$ cat src/rtl/stwd_pkg.sv
package stwd_pkg;

  localparam int WMAX = 512;

  // Signed weight of lane i, taken from a flat vector of ww-bit fields.
  function automatic longint w_val(input logic [WMAX-1:0] wv, input int ww, input int i);
    logic [WMAX-1:0] sh;
    longint raw;
    sh  = wv >> (i * ww);
    raw = longint'(sh[62:0]) & ((longint'(1) << ww) - 1);
    if (raw >= (longint'(1) << (ww - 1))) raw = raw - (longint'(1) << ww);
    return raw;
  endfunction

  function automatic longint w_mag(input logic [WMAX-1:0] wv, input int ww, input int i);
    longint v;
    v = w_val(wv, ww, i);
    return (v < 0) ? -v : v;
  endfunction

  // Sum of magnitudes of lanes 0..i.
  function automatic longint cum_mag(input logic [WMAX-1:0] wv, input int ww, input int i);
    longint s;
    s = 0;
    for (int j = 0; j <= i; j++) s = s + w_mag(wv, ww, j);
    return s;
  endfunction

  function automatic longint pow2_ceil(input longint s);
    longint p;
    p = 1;
    while (p < s) p = p * 2;
    return p;
  endfunction

endpackage

$ cat src/rtl/stwd_lfsr.sv
module stwd_lfsr #(
  parameter int          W    = 16,
  parameter logic [W-1:0] TAPS = 16'hB400,
  parameter logic [W-1:0] SEED = 16'hACE1
) (
  input  logic         clk,
  input  logic         rst_n,
  input  logic         step_i,
  output logic [W-1:0] state_o
);

  logic fb;
  assign fb = ^(state_o & TAPS);

  always_ff @(posedge clk or negedge rst_n) begin
    if (!rst_n)      state_o <= SEED;
    else if (step_i) state_o <= {state_o[W-2:0], fb};
  end

  AST_LFSR_LIVE: assert property (@(posedge clk) disable iff (!rst_n)
    state_o != '0);

endmodule

$ cat src/rtl/stwd_lane_sel.sv
module stwd_lane_sel #(
  parameter int                 N_LANES = 4,
  parameter int                 WW      = 8,
  parameter int                 RW      = 16,
  parameter logic [N_LANES*WW-1:0] WEIGHTS = 32'h02_00_FE_03
) (
  input  logic [RW-1:0]      rnd_i,
  input  logic [N_LANES-1:0] lane_i,
  output logic [N_LANES-1:0] sel_oh_o,
  output logic               bit_o
);
  import stwd_pkg::*;

  localparam logic [WMAX-1:0] WV  = WMAX'(WEIGHTS);
  localparam longint          TOT = cum_mag(WV, WW, N_LANES - 1);

  logic [N_LANES-1:0] below;
  logic [N_LANES-1:0] neg_mask;
  logic [RW:0]        rnd_x;

  assign rnd_x = {1'b0, rnd_i};

  for (genvar gi = 0; gi < N_LANES; gi++) begin : g_lane
    // Cumulative threshold on the 2^RW scale; the last one equals 2^RW.
    localparam longint THR = (cum_mag(WV, WW, gi) << RW) / TOT;
    localparam logic [RW:0] THR_V = THR[RW:0];
    assign below[gi]    = rnd_x < THR_V;
    assign neg_mask[gi] = w_val(WV, WW, gi) < 0;
    if (gi == 0) begin : g_first
      assign sel_oh_o[gi] = below[gi];
    end else begin : g_rest
      assign sel_oh_o[gi] = below[gi] & ~below[gi-1];
    end
  end

  assign bit_o = |(sel_oh_o & (lane_i ^ neg_mask));

endmodule

$ cat src/rtl/stwd_rescale.sv
module stwd_rescale #(
  parameter int     RW    = 16,
  parameter longint K_ONE = 61440
) (
  input  logic [RW-1:0] rnd_i,
  input  logic          y_i,
  output logic          const_o,
  output logic          z_o
);

  localparam logic [RW:0] K_V = K_ONE[RW:0];

  assign const_o = {1'b0, rnd_i} < K_V;
  assign z_o     = ~(y_i ^ const_o);

endmodule

$ cat src/rtl/stwd_dot.sv
module stwd_dot #(
  parameter int                    N_LANES    = 4,
  parameter int                    WW         = 8,
  parameter logic [N_LANES*WW-1:0] WEIGHTS    = 32'h02_00_FE_03,
  parameter int                    STREAM_LEN = 1024,
  parameter logic [15:0]           SEL_SEED   = 16'hACE1,
  parameter logic [15:0]           RSC_SEED   = 16'h1D2B,
  localparam int                   CW         = $clog2(STREAM_LEN + 1)
) (
  input  logic               clk,
  input  logic               rst_n,
  input  logic               en_i,
  input  logic [N_LANES-1:0] lane_i,
  output logic               bit_o,
  output logic               vld_o,
  output logic               done_o,
  output logic [CW-1:0]      len_cnt_o
);
  import stwd_pkg::*;

  localparam int              RW    = 16;
  localparam logic [RW-1:0]   TAPS  = 16'hB400;
  localparam logic [WMAX-1:0] WV    = WMAX'(WEIGHTS);
  localparam longint          MSUM  = cum_mag(WV, WW, N_LANES - 1);
  localparam longint          P2    = pow2_ceil(MSUM);
  localparam longint          K_ONE = ((P2 + MSUM) << (RW - 1)) / P2;
  localparam logic [CW-1:0]   LEN_V = CW'(STREAM_LEN);

  logic               adv;
  logic [RW-1:0]      sel_rnd, rsc_rnd;
  logic [N_LANES-1:0] sel_oh;
  logic               signed_bit, const_bit, prod_bit;
  logic [N_LANES-1:0] zero_mask;

  assign done_o = (len_cnt_o == LEN_V);
  assign adv    = en_i && !done_o;

  for (genvar gi = 0; gi < N_LANES; gi++) begin : g_zm
    assign zero_mask[gi] = (w_mag(WV, WW, gi) == 0);
  end

  stwd_lfsr #(.W(RW), .TAPS(TAPS), .SEED(SEL_SEED)) sel_lfsr_i (
    .clk(clk), .rst_n(rst_n), .step_i(adv), .state_o(sel_rnd));

  stwd_lfsr #(.W(RW), .TAPS(TAPS), .SEED(RSC_SEED)) rsc_lfsr_i (
    .clk(clk), .rst_n(rst_n), .step_i(adv), .state_o(rsc_rnd));

  stwd_lane_sel #(.N_LANES(N_LANES), .WW(WW), .RW(RW), .WEIGHTS(WEIGHTS)) sel_i (
    .rnd_i(sel_rnd), .lane_i(lane_i), .sel_oh_o(sel_oh), .bit_o(signed_bit));

  stwd_rescale #(.RW(RW), .K_ONE(K_ONE)) rsc_i (
    .rnd_i(rsc_rnd), .y_i(signed_bit), .const_o(const_bit), .z_o(prod_bit));

  always_ff @(posedge clk or negedge rst_n) begin
    if (!rst_n) begin
      len_cnt_o <= '0;
      bit_o     <= 1'b0;
      vld_o     <= 1'b0;
    end else begin
      vld_o <= adv;
      if (adv) begin
        len_cnt_o <= len_cnt_o + 1'b1;
        bit_o     <= prod_bit;
      end
    end
  end

  AST_ONE_LANE: assert property (@(posedge clk) disable iff (!rst_n)
    adv |-> $countones(sel_oh) == 1);
  AST_SKIP_NULL: assert property (@(posedge clk) disable iff (!rst_n)
    adv |-> (sel_oh & zero_mask) == '0);
  AST_IDLE_HOLD: assert property (@(posedge clk) disable iff (!rst_n)
    !adv |=> $stable(bit_o) && !vld_o && $stable(len_cnt_o));
  AST_LEN_CAP: assert property (@(posedge clk) disable iff (!rst_n)
    len_cnt_o <= LEN_V);
  AST_DONE_STOPS: assert property (@(posedge clk) disable iff (!rst_n)
    done_o |=> done_o && !vld_o);

endmodule

$ cat config.mk
export PLATFORM = sky130hd
export DESIGN_NAME = stwd_dot
export DESIGN_NICKNAME = d
export VERILOG_FILES = /design/src/rtl/stwd_pkg.sv /design/src/rtl/stwd_lfsr.sv /design/src/rtl/stwd_lane_sel.sv /design/src/rtl/stwd_rescale.sv /design/src/rtl/stwd_dot.sv
export SDC_FILE = /design/constraint.sdc
export NUM_CORES = 1
export LEC_CHECK = 0
export BUFFER_PORTS_ARGS = -buffer_cell sky130_fd_sc_hd__clkbuf_2
export CAP_MARGIN = 20
export CORE_UTILIZATION = 58
export CTS_CLUSTER_DIAMETER = 150
export DETAILED_ROUTE_END_ITERATION = 10
export PLACE_DENSITY = 0.84
export SLEW_MARGIN = 5
export SYNTH_ARGS = -nofsm -noshare
export SYNTH_HDL_FRONTEND = slang
export SYNTH_SLANG_ARGS = --single-unit
$ cat constraint.sdc
create_clock -name clk -period 2.1 [get_ports clk]
set_input_delay 0.105 -clock clk [delete_from_list [all_inputs] [get_ports clk]]
set_output_delay 0.105 -clock clk [all_outputs]
set_load 0.01 [all_outputs]
==> impl_metrics.csv <==
group,metric,value,unit
floorplan,std_cell_rows,21,
pwr,powerDensity,1190,nW/um2
layout,fillers,242,
cts,cts_resized,0,
setup_path,r2r-end,"bit_o$_DFFE_PN0P_",
floorplan,design.portCount,21,
place,numPortBuffers,19,
hold_path,hold-path-endpoint,"len_cnt_o[4]$_DFFE_PN0P_",
setup_path,setup.worst_path.start_class,"flip-flop",
floorplan,die_h,63.2,um
sta,fmax,522,MHz
place,gp_congestion,0.759,
sta,hold_viol,0,
detailed_routing,vias,1261,
cts,clockRootBuffer,"clkbuf_8",
logic_synthesis,syn_avg_cell_area,14.4,um2
grt,grt-ovfl-total,0,
cts,cts_buffers,5,
sta,rsz0062_at_grt,"false",
place,pre_cts_slack,0.203,ns
logic_synthesis,yosysSeqAreaShare,0.528,
place,dp_hpwl,2280,um
setup_path,critPathArrivalTime,2.10,ns
sta,holdWs,0.0992,ns
setup_path,reg2reg_slack,0.18,ns
hold_path,hp-class,"in -> reg",
detailed_routing,wl_per_cell,16.3,um
grt,grt_pass1_wl,6070,um
setup_path,reg2reg_from,"sel_lfsr_i.state_o[13]$_DFFE_PN1P_",
setup_path,crit_type,"reg -> reg",
sta,fin_crit,1.92,ns
detailed_routing,drc,0,
floorplan,core,3470,um2
setup_path,reg2reg_depth,7,
floorplan,die_w,63.2,um
logic_synthesis,synth_nets,163,
logic_synthesis,synth_cell_type_count,31,
detailed_routing,ant_nets,0,
run,max-cap-violations,0,
layout,final_core_util,0.698,
cts,cts.path.max_buffers,2,
sta,tightest_slew,0.290,ns
cts,htree_levels,2,
grt,antenna_found_initial,0,
setup_path,cp.required,2.29,ns
cts,post_cts_buffers,0,
logic_synthesis,syn_inst,151,
layout,nNetsFinal,187,
logic_synthesis,synth.cell_area,2170,um2
detailed_routing,routed_via_density,5.68,
detailed_routing,detail_route.wirelength,3630,um
floorplan,initial_core_util,0.626,
detailed_routing,firstDrtPassIters,4,
pwr,leakagePower,1.15,nW
grt,grt_max_degree,46,
detailed_routing,drtIter0Drc,51,
sta,setup_viol,0,
logic_synthesis,yosysTopAreaCellShare,0.334,
grt,grt_pass1_vias,1245,
outcome,outcome,"complete, no violations",
logic_synthesis,ys.warnings.count,0,
sta,fin_worst_skew,0.00637,ns
sta,setup_ws,0.183,ns
sta,tns,0,ns
pwr,vdd_drop_max,718,uV
hold_path,min-delay-start,"en_i",
pwr,p_total,2.88,mW
layout,layout-drive-gt1-share,0.455,
setup_path,end_kind,"flip-flop",
cts,cts_tree,"built",
layout,area_growth,11.5,%
logic_synthesis,synth_seq_cells,45,
cts,clock_latency,0.30,ns
layout,antenna_cells,0,
logic_synthesis,synthTopCellsByArea,"dfrtp_1, dfstp_2, mux2_4, xnor2_1, ha_1",
setup_path,cp_max_fo,4,
hold_path,hold_depth,3,
setup_path,crit_start,"sel_lfsr_i.state_o[13]$_DFFE_PN1P_",
cts,cts.sinks,45,
sta,relSlewSlack,0.806,
sta,maxSlewViolCount,0,
cts,cts.clk_slew.worst_paths,0.08,ns
sta,fin_crit_sh,0.913,
logic_synthesis,yosys.area.top_type,"dfrtp_1",
grt,grt_usage,0.203,
floorplan,dieArea,3990,um2
-- area by class of cell --
cell class	instances	area, um2	area share
clock inverter	1	30.0	0.0124
timing repair buffer	22	145	0.0599
inverter	6	22.5	0.00930
clock buffer	7	86.3	0.0357
tap	46	57.6	0.0238
multi-input combinational	95	933	0.386
sequential	45	1150	0.473
-- registers in the layout, indices dropped and copies added, names as in the netlist --
| signal | count |
|---|---|
| sel_lfsr_i.state_o | 16 |
| len_cnt_o | 11 |
| bit_o | 1 |
| vld_o | 1 |
| rsc_lfsr_i.state_o | 16 |
-- cell usage in the layout, fill, tap and decap left out, types with 4 or more instances in the layout --
cell type  count
mux2_4        28
clkbuf_8       6
ha_1           5
and3_1         4
clkbuf_2      19
dfstp_2       16
a21oi_1        5
dfrtp_1       29
nand4_1        6
o21ai_0        4
xnor2_1       14
nand2_1       10
inv_1          6
-- how the worst max path moves through the flow --
stage,depth (start not counted),endpoint
final,7,bit_o$_DFFE_PN0P_
after global routing,6,bit_o$_DFFE_PN0P_
after CTS,7,bit_o$_DFFE_PN0P_
after global placement,7,bit_o$_DFFE_PN0P_
after floorplan,7,bit_o$_DFFE_PN0P_
after detailed placement,7,bit_o$_DFFE_PN0P_
-- per-layer routing --
metal,global-route usage,share of wire
met1,0.272,0.45
met3,0.0453,0.031
met4,0.111,0.013
met5,0,0
met2,0.308,0.50
-- through the flow --
stage | instance area, um2 | std cells
2_1_floorplan | 2170 | 151
3_3_place_gp | 2290 | 213
3_5_place_dp | 2290 | 213
4_1_cts | 2420 | 222
5_1_grt | 2420 | 222
6_report | 2420 | 222
-- where the power goes --
part	leakage [nW]	internal, mW	switching, mW
Sequential	0.537	1.15	0.279
Clock	0.0585	0.388	0.285
Combinational	0.550	0.448	0.332
-- cell usage after synthesis (all sizes together) --
cell	instances
a211o	2
a21bo	1
a21oi	5
a2bb2oi	1
a31oi	1
and2	1
and3	4
and4	2
and4bb	1
buf	5
dfrtp	29
dfstp	16
ha	5
inv	6
mux2	30
nand2	10
nand3	1
nand4	6
nand4b	2
nor2	1
nor4	1
nor4b	1
o21ai	4
o311ai	1
xnor2	14
xor2	1
-- critical path, stage by stage, from the launching register on --
cell and delay, ns:
dfstp_2 0.56, ha_1 0.18, and4_1 0.24, nand4b_1 0.15, a21bo_2 0.23, o311ai_2 0.08, xnor2_1 0.11, mux2_4 0.26
-- cell families after synthesis --
group                    share of synthesized area
flip-flops                                   0.528
XOR/XNOR                                    0.0605
buffers and inverters                       0.0432
multiplexers                                 0.204
adder cells (fa/ha/maj)                     0.0288
AO/OA/AOI/OAI                               0.0513
AND/OR/NAND/NOR                             0.0847
-- timing repair --
action	CTS	global route
endpoints found under the hold margin	29	0
setup endpoints to repair	0	0
hold buffers	1	0
No activity file was read; power rests on OpenSTA's default activity.
